### src/rtl/blg_pkg.sv
package blg_pkg;

  typedef enum logic [2:0] {
    CLS_PLAIN  = 3'd0,
    CLS_ICALL  = 3'd1,
    CLS_IJMP   = 3'd2,
    CLS_MARK32 = 3'd3,
    CLS_MARK64 = 3'd4
  } instClass_t;

  typedef enum logic [1:0] {
    MODE_PROT32 = 2'd0,
    MODE_COMPAT = 2'd1,
    MODE_LONG   = 2'd2,
    MODE_RSVD   = 2'd3
  } execMode_t;

  typedef enum logic {
    TRK_IDLE = 1'b0,
    TRK_WAIT = 1'b1
  } trackState_t;

  localparam int DOM_SUP  = 0;
  localparam int DOM_USER = 1;
  localparam int NUM_DOM  = 2;

  localparam int          FAULT_CODE_W   = 8;
  localparam logic [7:0]  FAULT_CODE_LAND = 8'd3;

  // Strobes from control to datapath
  typedef struct packed {
    logic faultFire;
  } ctrlStrobe_t;

endpackage

### src/rtl/blg_decode.sv
module blg_decode
  import blg_pkg::*;
(
  input  logic               retValid,
  input  logic [2:0]         retClass,
  input  logic               retNoTrack,
  input  logic [1:0]         retMode,
  input  logic               retPriv,
  input  logic               retLegacy,
  input  logic               masterEn,
  input  logic               userEn,
  input  logic               supEn,
  output logic               armReq,
  output logic               markOk,
  output logic               legacyHit,
  output logic [NUM_DOM-1:0] domSel,
  output logic [NUM_DOM-1:0] domEnable
);

  instClass_t cls;
  execMode_t  mode;
  logic       isIndirect;
  logic       mark32Ok;
  logic       mark64Ok;

  assign cls  = instClass_t'(retClass);
  assign mode = execMode_t'(retMode);

  always_comb begin
    isIndirect = 1'b0;
    mark32Ok   = 1'b0;
    mark64Ok   = 1'b0;
    case (cls)
      CLS_ICALL,
      CLS_IJMP:   isIndirect = 1'b1;
      CLS_MARK32: mark32Ok   = (mode == MODE_PROT32) || (mode == MODE_COMPAT);
      CLS_MARK64: mark64Ok   = (mode == MODE_LONG);
      default:    ;
    endcase
  end

  assign armReq    = isIndirect && !retNoTrack;
  assign markOk    = mark32Ok || mark64Ok;
  assign legacyHit = retLegacy;

  always_comb begin
    domSel              = '0;
    domSel[DOM_USER]    = retValid && retPriv;
    domSel[DOM_SUP]     = retValid && !retPriv;
    domEnable           = '0;
    domEnable[DOM_USER] = masterEn && userEn;
    domEnable[DOM_SUP]  = masterEn && supEn;
  end

endmodule

### src/rtl/blg_ctrl.sv
module blg_ctrl
  import blg_pkg::*;
(
  input  logic               clk,
  input  logic               rstN,
  input  logic               armReq,
  input  logic               markOk,
  input  logic               legacyHit,
  input  logic [NUM_DOM-1:0] domSel,
  input  logic [NUM_DOM-1:0] domEnable,
  output logic [NUM_DOM-1:0] domWait,
  output ctrlStrobe_t        strobe
);

  logic [NUM_DOM-1:0] domFault;

  for (genvar d = 0; d < NUM_DOM; d++) begin : g_dom
    trackState_t stateQ;
    trackState_t stateD;

    always_comb begin
      stateD      = stateQ;
      domFault[d] = 1'b0;
      if (!domEnable[d]) begin
        stateD = TRK_IDLE;
      end else if (domSel[d]) begin
        case (stateQ)
          TRK_IDLE: begin
            if (armReq) stateD = TRK_WAIT;
          end
          TRK_WAIT: begin
            stateD = TRK_IDLE;
            if (!legacyHit && !markOk) domFault[d] = 1'b1;
          end
          default: stateD = TRK_IDLE;
        endcase
      end
    end

    always_ff @(posedge clk) begin
      if (!rstN) stateQ <= TRK_IDLE;
      else       stateQ <= stateD;
    end

    assign domWait[d] = (stateQ == TRK_WAIT);
  end

  assign strobe.faultFire = |domFault;

endmodule

### src/rtl/blg_datapath.sv
module blg_datapath
  import blg_pkg::*;
#(
  parameter int ADDR_W = 48
) (
  input  logic                    clk,
  input  logic                    rstN,
  input  ctrlStrobe_t             strobe,
  input  logic [ADDR_W-1:0]       retAddr,
  output logic                    faultPulse,
  output logic [FAULT_CODE_W-1:0] faultCode,
  output logic [ADDR_W-1:0]       faultAddr
);

  always_ff @(posedge clk) begin
    if (!rstN) begin
      faultPulse <= 1'b0;
      faultCode  <= '0;
      faultAddr  <= '0;
    end else begin
      faultPulse <= strobe.faultFire;
      if (strobe.faultFire) begin
        faultCode <= FAULT_CODE_LAND;
        faultAddr <= retAddr;
      end
    end
  end

endmodule

### src/rtl/branch_land_guard.sv
module branch_land_guard
  import blg_pkg::*;
#(
  parameter int ADDR_W = 48
) (
  input  logic              clk,
  input  logic              rstN,
  input  logic              masterEn,
  input  logic              userEn,
  input  logic              supEn,
  input  logic              retValid,
  input  logic [2:0]        retClass,
  input  logic              retNoTrack,
  input  logic [1:0]        retMode,
  input  logic              retPriv,
  input  logic [ADDR_W-1:0] retAddr,
  input  logic              retLegacy,
  output logic              trackUser,
  output logic              trackSup,
  output logic              faultPulse,
  output logic [7:0]        faultCode,
  output logic [ADDR_W-1:0] faultAddr
);

  logic               armReq;
  logic               markOk;
  logic               legacyHit;
  logic [NUM_DOM-1:0] domSel;
  logic [NUM_DOM-1:0] domEnable;
  logic [NUM_DOM-1:0] domWait;
  ctrlStrobe_t        strobe;

  blg_decode u_decode (
    .retValid  (retValid),
    .retClass  (retClass),
    .retNoTrack(retNoTrack),
    .retMode   (retMode),
    .retPriv   (retPriv),
    .retLegacy (retLegacy),
    .masterEn  (masterEn),
    .userEn    (userEn),
    .supEn     (supEn),
    .armReq    (armReq),
    .markOk    (markOk),
    .legacyHit (legacyHit),
    .domSel    (domSel),
    .domEnable (domEnable)
  );

  blg_ctrl u_ctrl (
    .clk      (clk),
    .rstN     (rstN),
    .armReq   (armReq),
    .markOk   (markOk),
    .legacyHit(legacyHit),
    .domSel   (domSel),
    .domEnable(domEnable),
    .domWait  (domWait),
    .strobe   (strobe)
  );

  blg_datapath #(.ADDR_W(ADDR_W)) u_dp (
    .clk       (clk),
    .rstN      (rstN),
    .strobe    (strobe),
    .retAddr   (retAddr),
    .faultPulse(faultPulse),
    .faultCode (faultCode),
    .faultAddr (faultAddr)
  );

  assign trackUser = domWait[DOM_USER];
  assign trackSup  = domWait[DOM_SUP];

endmodule

### config.mk
export PLATFORM = sky130hd
export DESIGN_NAME = branch_land_guard
export DESIGN_NICKNAME = d
export VERILOG_FILES = /design/src/rtl/blg_pkg.sv /design/src/rtl/blg_decode.sv /design/src/rtl/blg_ctrl.sv /design/src/rtl/blg_datapath.sv /design/src/rtl/branch_land_guard.sv
export SDC_FILE = /design/constraint.sdc
export NUM_CORES = 1
export LEC_CHECK = 0
export BUFFER_PORTS_ARGS = -buffer_cell sky130_fd_sc_hd__buf_2
export CORE_MARGIN = 3
export CORE_UTILIZATION = 25
export DETAILED_ROUTE_END_ITERATION = 6
export PLACE_DENSITY_LB_ADDON = 0.2
export SLEW_MARGIN = 20
export SYNTH_ARGS = -nofsm -noshare
export SYNTH_HDL_FRONTEND = slang
export SYNTH_SLANG_ARGS = --single-unit
### constraint.sdc
create_clock -name clk -period 3.7 [get_ports clk]
set_clock_uncertainty 0.15 [all_clocks]
set_input_delay 0.185 -clock clk [delete_from_list [all_inputs] [get_ports clk]]
set_output_delay 0.185 -clock clk [all_outputs]
set_load 0.1 [all_outputs]
Word-level counts from Yosys, hierarchy flattened
Index checks and enable logic that the tools add are counted.
{"block": "totals", "reg_bits": 52, "in_bits": 62, "out_inout_bits": 59, "word_cells": 43}
{"block": "op_classes", "n_eq_ne": 6, "mux": 13, "bitwise_logic": 2, "n_reduce_logical": 17}
{"operator": "1-bit two-way mux", "n": 11}
{"operator": "3-bit by 2-bit == test with 1-bit output (second input constant)", "n": 2}
{"operator": "1-bit logical AND", "n": 6}
{"operator": "1-bit zero test", "n": 4}
{"operator": "1-bit one-hot mux with 2 select lines", "n": 2}
{"operator": "2-bit AND reduction", "n": 2}
{"operator": "2-bit OR reduction", "n": 2}
{"operator": "3-bit by 1-bit == test with 1-bit output (second input constant)", "n": 1}
{"operator": "3-bit == test (second input constant)", "n": 1}
{"operator": "2-bit by 1-bit == test with 1-bit output (second input constant)", "n": 1}
{"operator": "2-bit == test (second input constant)", "n": 1}
{"operator": "2-bit zero test", "n": 1}
{"operator": "1-bit logical OR", "n": 2}
{"operator": "1-bit NOT", "n": 2}

Logic depth before layout (Yosys ltp)
Gate-level depths: netlist of the first run.
{"block": "depth", "ltp_word": 11, "mapped_depth": 6, "ltp_nobuf": 4}

Cells and area by module
Synthesis of the first run repeated with hierarchy kept, for this count alone.
{"block": "hier_totals", "hier_cells": 192, "hier_area_um2": 2162.1}
{"module": "blg_datapath", "n_inst": 1, "cells_each": 167, "area_each_um2": 1956.9, "seq_area_each_um2": 1001.0}
{"module": "blg_ctrl", "n_inst": 1, "cells_each": 15, "area_each_um2": 122.6, "seq_area_each_um2": 40.0}
{"module": "blg_decode", "n_inst": 1, "cells_each": 10, "area_each_um2": 82.6, "seq_area_each_um2": 0.0}

Worst setup path after synthesis of the first run
Ideal clock, no wire load.
{"block": "synth_timing", "path_type": "reg-to-reg", "startpoint": "register u_ctrl.g_dom[0].stateQ", "endpoint": "register u_dp.faultAddr[0]", "setup_ps": 121, "arrival_ps": 1852, "required_ps": 3429, "path_slack_ps": 1576, "stages_incl_launch_ff": 7, "path_buffers": 2, "synth_period_minus_slack_ps": 2124, "path_cell_list": "dfxtp_1 nand3b_1 a22oi_1 nand2_1 buf_6 buf_6 mux2i_1"}
{"block": "synth_between", "elab_chain_cells": 4}
{"element": "start: declaration", "line_no": "blg_ctrl.sv:18", "text": "trackState_t stateQ;"}
{"element": "start signal: assignment", "line_no": "blg_ctrl.sv:42", "text": "else stateQ <= stateD;"}
{"element": "1-bit two-way mux", "line_no": "blg_ctrl.sv:27", "text": "case (stateQ)"}
{"element": "1-bit two-way mux", "line_no": "blg_ctrl.sv:26", "text": "end else if (domSel[d]) begin"}
{"element": "1-bit two-way mux", "line_no": "blg_ctrl.sv:24", "text": "if (!domEnable[d]) begin"}
{"element": "2-bit OR reduction", "line_no": "blg_ctrl.sv:48", "text": "assign strobe.faultFire = |domFault;"}
{"element": "end signal: assignment", "line_no": "blg_datapath.sv:24", "text": "faultAddr <= retAddr;"}
{"element": "end: declaration", "line_no": "blg_datapath.sv:12", "text": "output logic [ADDR_W-1:0] faultAddr"}
Every way passes these cells.
A chain may end at the register's enable or synchronous reset.

Worst setup path after layout of the first run
{"block": "layout_timing", "startpoint": "input supEn", "endpoint": "register u_dp.faultAddr[0]"}
{"block": "layout_between", "elab_chain_cells": 3}
{"element": "start: declaration", "line_no": "branch_land_guard.sv:10", "text": "input logic supEn,"}
{"element": "1-bit logical AND", "line_no": "blg_decode.sv:52", "text": "domEnable[DOM_SUP] = masterEn && supEn;"}
{"element": "1-bit two-way mux", "line_no": "blg_ctrl.sv:24"}
{"element": "2-bit OR reduction", "line_no": "blg_ctrl.sv:48"}
Every way passes these cells.

==> flow_summary_export.csv, run 1 <==
group,metric,value,unit
run_status,status,"finished, final reports clean",
detailed_routing,drc_errors,0,
global_routing,grt_max_degree,36,
final_layout,drive_gt1_share,31.5,%
global_routing,grt_pass1_vias,2145,
floorplan,fp.coreArea,0.00830,sq mm
final_layout,final_cell_area,0.00337,sq mm
floorplan,fp-row-count,33,
synth,ys_async_sr_fraction,0,%
setup_path,cp_cell_sequence,"dlygate4sd3_1 -> buf_2 -> nand3b_1 -> a22oi_1 -> nand2_2 -> buf_4 -> mux2i_1",
global_routing,grt_usage,11.5,%
pwr,clock_power_share,30.4,%
placement,dpl_cell_area,0.00278,sq mm
clocking,root_buffer,"clkbuf_8",
pwr,power.leakage,0.00190,uW
synth,synth_edf_count,0,
clocking,cts_sinks,52,
setup_path,criticalPathCategory,"in2reg",
pwr,swShare,24.6,%
final_layout,layout_common_cells,"buf_2 (114), nand2_1 (99), dfxtp_1 (52), dlygate4sd3_1 (51), mux2i_1 (48)",
setup_path,required,3770,ps
timing,fin_crit_sh,46.5,%
timing,worstMarginPinSlew,569,ps
min_path,hp-class,"in2reg",
clocking,cts_tree,"yes",
pwr,ir_drop,0.000140,V
timing,max_freq,0.582,GHz
placement,hpwlAfterDp,3810,microns
final_layout,nFillCells,865,
detailed_routing,vias,2094,
detailed_routing,detail-route-antenna-nets,0,
clocking,cts_buffers,5,
synth,synth_ff_type,"dfxtp_1",
setup_path,max_stage_delay,540,ps
floorplan,die_height,99.0,microns
detailed_routing,wirelength,5580,microns
timing,holdWs,18.7,ps
synth,ys_seq_area_share,48.1,%
placement,routabilityCongestion,0.718,
synth,yosys_register_bits,52,
setup_path,cp-start-kind,"input pin",
synth,syn_inst,242,
setup_path,critical_path_arrival,1790,ps
detailed_routing,drt-initial-drc-count,34,
floorplan,fp.dieArea,0.00981,sq mm
clocking,htreeDepth,2,
global_routing,antenna_found_initial,0,
detailed_routing,drt-pass1-iter-count,6,
timing,final-hold-violation-count,0,
clocking,cts.clk_slew.worst_paths,90,ps
clocking,cts_max_path_buffers,2,
setup_path,cp_slowest_cell,"dlygate4sd3_1",
global_routing,grt_pass1_wl,9270,microns
timing,slew_headroom,62.1,%
synth,yosys-top-cells-area,"dfxtp_1 (48%), mux2i_1 (22%), nand2_1 (17%), buf_4 (2.4%), clkbuf_1 (1.9%)",
floorplan,io_pins,121,
pwr,p_switching,246,uW
final_layout,nets,462,
clocking,post_cts_resized,0,
detailed_routing,routedWlPerCell,11.1,microns
synth,syn_avg_cell_area,8.94,sq um
pwr,power_density,298,mW/mm^2
synth,ys_warn_count,0,
timing,slew_viol_final,0,
pwr,p_seq_share,55.7,%
placement,io_buffers,114,
flow_run,maxCapViolations,0,
pwr,intPower,757,uW
floorplan,die_w,99.0,microns
setup_path,path_max_fanout,28,
setup_path,endpoint_kind,"flop",
timing,min_period,1720,ps
min_path,min_from,"masterEn",
timing,setup_viol,0,
final_layout,final_common_cell,"buf_2",
setup_path,worstSetupStartpoint,"supEn",
synth,synth_top_area_cell,"dfxtp_1",
final_layout,area_growth,55.6,%
synth,yosysTopAreaCellShare,48.1,%
clocking,clk_latency,300,ps
final_layout,antennaDiodeCount,0,
timing,setup_tns,0,ps
synth,synth_area,0.00216,sq mm
global_routing,overflow,0,
detailed_routing,vias_per_cell,4.15,
floorplan,start_util,26.1,%
timing,rsz0062_at_grt,"false",
pwr,pwr-share-comb,13.8,%
setup_path,r2r-start,"u_ctrl.g_dom[0].stateQ",
synth,yosysUniqueCellTypes,20,
## worst max-delay path, delay by kind of cell
kind | cells | cell delay, ps
AO/OA/AOI/OAI | 1 | 100
AND/OR/NAND/NOR | 2 | 160
buffers and inverters | 3 | 1080
multiplexers | 1 | 240
## metal layers
layer / track usage, % / vias up / wire length, microns
met4: 4.73 / 0 / 122
li1: - / 1082 / -
met3: 3.26 / 11 / 388
met5: 0 / - / 0
met2: 20.5 / 68 / 2750
met1: 12.8 / 933 / 2320
## metrics by stage
stage	total power [uW]	setup WS [ps]	instances	util [%]
3_5_place_dp	671	1870	447	33.5
4_1_cts	1030	1960	505	40.6
3_3_place_gp	670	1950	447	33.5
2_1_floorplan	636	1580	247	-
6_report	1000	1980	505	40.6
5_1_grt	1060	1900	505	40.6
## area by class of cell
class,instances,area (sq um),share of cell area (%)
clock inverters,1,5.00,0.149
well taps,105,131,3.90
flip-flops and latches,52,1040,30.9
repair buffers,169,1110,33.0
clock buffers,6,72.6,2.16
multi-input cells,172,1010,29.9
## power by group through the flow
stage	sequential (uW)	combinational (uW)	clock, uW
after CTS	560	139	326
after floorplan	574	61.9	0
after global placement	573	97.7	0
after detailed placement	573	98.0	0
after global routing	560	152	348
final	559	139	305
## logic make-up (layout without fill, tap and decap cells)
group / Yosys count / in the layout / synth area share [%]
simple gates: 113 / 113 / 21.7
xor+xnor: 1 / 1 / 0.405
buf+inv: 23 / 176 / 6.36
flops: 52 / 52 / 48.1
other cells: 1 / 6 / 0.173
compound gates: 4 / 4 / 1.04
mux: 48 / 48 / 22.2
## sequential cells by signal, summed over array words and instances, names as in the netlist
name / flops
u_dp.faultAddr: 48
u_dp.faultCode: 1
u_dp.faultPulse: 1
u_ctrl.g_dom.stateQ: 2
## synth_stat cells, types with 2 or more instances
cell type / number
nand2_1: 100
dfxtp_1: 52
mux2i_1: 48
clkbuf_1: 11
buf_4: 7
a21oi_1: 3
buf_6: 3
nand3_1: 3
or3_1: 3
buf_2: 2
## timing repair
| action | 4_1_cts | 5_1_grt |
|---|---|---|
| buffers inserted | 0 | 0 |
| hold endpoints to repair | 50 | 0 |
| hold buffers | 51 | 0 |
## final timing paths
path	endpoint	slack, ps	depth (start not counted)
worst max register to register	u_dp.faultAddr[36]	2130	5
worst min-delay path	u_ctrl.g_dom[1].stateQ	20	3
worst min register to register	u_dp.faultAddr[15]	310	2
worst max-delay path	u_dp.faultAddr[0]	1980	7
(Power assumes the default switching activity.)
==> run 2: changes to the inputs <==
- ABC_AREA: not set -> 1
- clock period: 3.7 -> 1.52 ns (I/O delays scaled with it)
==> flow_summary_export.csv, run 2 <==
group,metric,value,unit
run_status,status,"finished, final reports clean",
final_layout,stdcell_count,675,
global_routing,antenna_found_initial,0,
synth,yosys-top-cells-area,"dfxtp_1 (41%), nand3_1 (10%), nand2_1 (9.0%), nor2_1 (8.3%), inv_1 (8.0%)",
setup_path,required,1570,ps
final_layout,drive_gt1_share,36.2,%
synth,synth_edf_count,0,
final_layout,ff_latch_area,0.00105,sq mm
detailed_routing,drc_errors,0,
final_layout,top_regs,"u_dp.faultAddr (48), u_ctrl.g_dom.stateQ (2)",
clocking,cts.clk_slew.worst_paths,90,ps
global_routing,overflow,0,
synth,yosysUniqueCellTypes,20,
floorplan,fp.dieArea,0.0114,sq mm
global_routing,grt_pass1_wl,11400,microns
clocking,cts_max_path_buffers,2,
final_layout,final_cell_area,0.00435,sq mm
detailed_routing,detail-route-antenna-nets,0,
clocking,cts_tree,"yes",
clocking,cts_buffers,5,
synth,synth_compound_area_share,13.2,%
clocking,root_buffer,"clkbuf_8",
synth,syn_avg_cell_area,6.95,sq um
synth,ys_warn_count,0,
setup_path,cp_cell_sequence,"buf_2 -> dlygate4sd3_1 -> nand2_2 -> nor2_4 -> nand2_4 -> nand2_8 -> clkbuf_16 -> nand3_1 -> nand2_1 -> nor2_1",
detailed_routing,vias,2863,
synth,synth_commonest_cells,"nand2_1 (61), nor2_1 (56), inv_1 (54)",
global_routing,grt_usage,12.0,%
timing,slew_viol_final,0,
synth,synth_top_family_by_area,"simple AND/OR/NAND/NOR gates",
final_layout,multi_input_area,0.00121,sq mm
placement,dpl_cell_area,0.00320,sq mm
final_layout,nFillCells,1022,
pwr,ir_drop,0.000404,V
clocking,clk_latency,300,ps
setup_path,max_stage_delay,550,ps
pwr,power.leakage,0.00224,uW
setup_path,endpoint_kind,"flop",
timing,setup_tns,0,ps
timing,setup_viol,0,
clocking,htreeDepth,2,
final_layout,layout_common_cells,"buf_2 (113), nand2_1 (57), dlygate4sd3_1 (55), inv_1 (54), nor2_1 (53)",
min_path,hp-class,"in2reg",
synth,syn_inst,366,
detailed_routing,routedWlPerCell,13.4,microns
synth,synthAdderAreaFrac,0,%
floorplan,die_w,107,microns
timing,holdWs,38.4,ps
setup_path,r2r-start,"u_ctrl.g_dom[0].stateQ",
synth,synthXorXnorAreaFrac,0,%
synth,synth_area,0.00254,sq mm
min_path,holdPathEnd,"u_ctrl.g_dom[1].stateQ",
placement,io_buffers,114,
setup_path,critical_path_arrival,1520,ps
final_layout,antennaDiodeCount,0,
setup_path,criticalPathCategory,"in2reg",
final_layout,largest_reg_flops,48,
min_path,min_from,"retClass[0]",
setup_path,rr_endpoint,"u_dp.faultAddr[20]",
floorplan,fp-row-count,36,
timing,min_period,1470,ps
setup_path,rr_worst_depth,8,
timing,max_freq,0.679,GHz
final_layout,nets,604,
synth,ys_async_sr_fraction,0,%
global_routing,grt_max_degree,50,
final_layout,final_common_cell,"buf_2",
setup_path,path_delay_family,"buffers and inverters",
floorplan,die_height,107,microns
final_layout,area_growth,71.1,%
floorplan,start_util,25.9,%
timing,fin_crit_sh,96.8,%
flow_run,maxCapViolations,0,
final_layout,top_register,"u_dp.faultAddr",
setup_path,r2r_slack,100,ps
setup_path,cp-start-kind,"input pin",
synth,muxShareOfSynthArea,0,%
synth,yosysTopAreaCellShare,40.9,%
floorplan,io_pins,121,
global_routing,grt_pass1_vias,2517,
timing,rsz0062_at_grt,"true",
synth,synth_ff_type,"dfxtp_1",
synth,synth_most_common_cell,"nand2_1",
clocking,cts_sinks,52,
setup_path,critPathBufInv,3,
placement,dp.cells,592,
min_path,hold_depth,6,
synth,yosys_register_bits,52,
synth,synth_top_area_cell,"dfxtp_1",
detailed_routing,vias_per_cell,4.24,
floorplan,fp.coreArea,0.00982,sq mm
synth,ys_seq_area_share,40.9,%
setup_path,path_max_fanout,12,
setup_path,cp_slowest_cell,"dlygate4sd3_1",
detailed_routing,drt-initial-drc-count,75,
pwr,power_density,625,mW/mm^2
placement,routabilityCongestion,0.703,
placement,hpwlAfterDp,4460,microns
synth,synthSimpleGateAreaFrac,28.4,%
detailed_routing,wirelength,9020,microns
detailed_routing,drt-pass1-iter-count,6,
timing,final-hold-violation-count,0,
## run 2: changes by cell type in the layout (fill, tap and decap cells not counted), moves of 4 or more
cell           delta
buf_6             +4
nand3_1          +49
nor2_1           +53
clkbuf_16        +10
buf_12            +5
a21oi_1          +12
dlygate4sd3_1     +4
inv_1            +54
a21oi_2          +35
nand2_1          -42
mux2i_1          -48
## run 2: worst min-delay path, stage by stage
cell and delay (ps):
buf_2 90, nand2_1 50, inv_2 50, nor2_1 50, nand3_1 90, a21oi_2 50
## run 2: where the power goes
part | switching [uW] | internal, uW | total, uW
sequential | 0.714 | 1360 | 1360
combinational | 290 | 283 | 574
clock | 469 | 315 | 784
total | 760 | 1960 | 2720
## run 2: worst max-delay path by stage
stage | cells past startpoint | slack [ps] | start | to
2_1_floorplan | 8 | -10 | u_ctrl.g_dom[0].stateQ | u_dp.faultAddr[0]
3_3_place_gp | 8 | 150 | u_ctrl.g_dom[0].stateQ | u_dp.faultAddr[6]
3_5_place_dp | 8 | 130 | u_ctrl.g_dom[0].stateQ | u_dp.faultAddr[11]
4_1_cts | 9 | 20 | retClass[2] | u_dp.faultAddr[11]
5_1_grt | 10 | -6 | retValid | u_dp.faultAddr[43]
6_report | 10 | 50 | retValid | u_dp.faultAddr[20]
## run 2: kinds of logic after synthesis
family                 after synthesis
AOI/OAI and AO/OA                   52
buffers and inverters               89
DFF                                 52
other                                1
and+or+nand+nor                    172
## run 2: timing repair
action / in CTS / in global routing
setup endpoints to repair: 0 / 51
setup buffers: 0 / 3
endpoints found under the hold margin: 50 / 0
gates resized for setup: 0 / 37
hold buffers: 58 / 0
## run 2: cell type report
class | instances | area share, %
timing repair buffer | 196 | 37.6
multi-input combinational | 231 | 27.7
sequential | 52 | 24.1
inverter | 56 | 4.86
tap | 133 | 3.83
clock buffer | 5 | 1.58
clock inverter | 2 | 0.259
## run 2: stage by stage
step           setup slack [ps]  power [uW]  util (%)
6_report                   48.0        2720      44.3
3_3_place_gp                147        1730      32.6
2_1_floorplan             -12.3        1630         -
5_1_grt                   -5.61        2860      44.3
3_5_place_dp                131        1730      32.6
4_1_cts                    19.3        2650      39.3
## run 2: routing by layer
metal | part of all wire [%] | track usage [%] | vias up | wire length, microns
met1 | 46 | 15.3 | 1297 | 4110
li1 | - | - | 1472 | -
met2 | 47 | 19.7 | 87 | 4250
met3 | 6.7 | 4.39 | 7 | 601
met5 | 0 | 0 | - | 0
met4 | 0.59 | 2.47 | 0 | 53
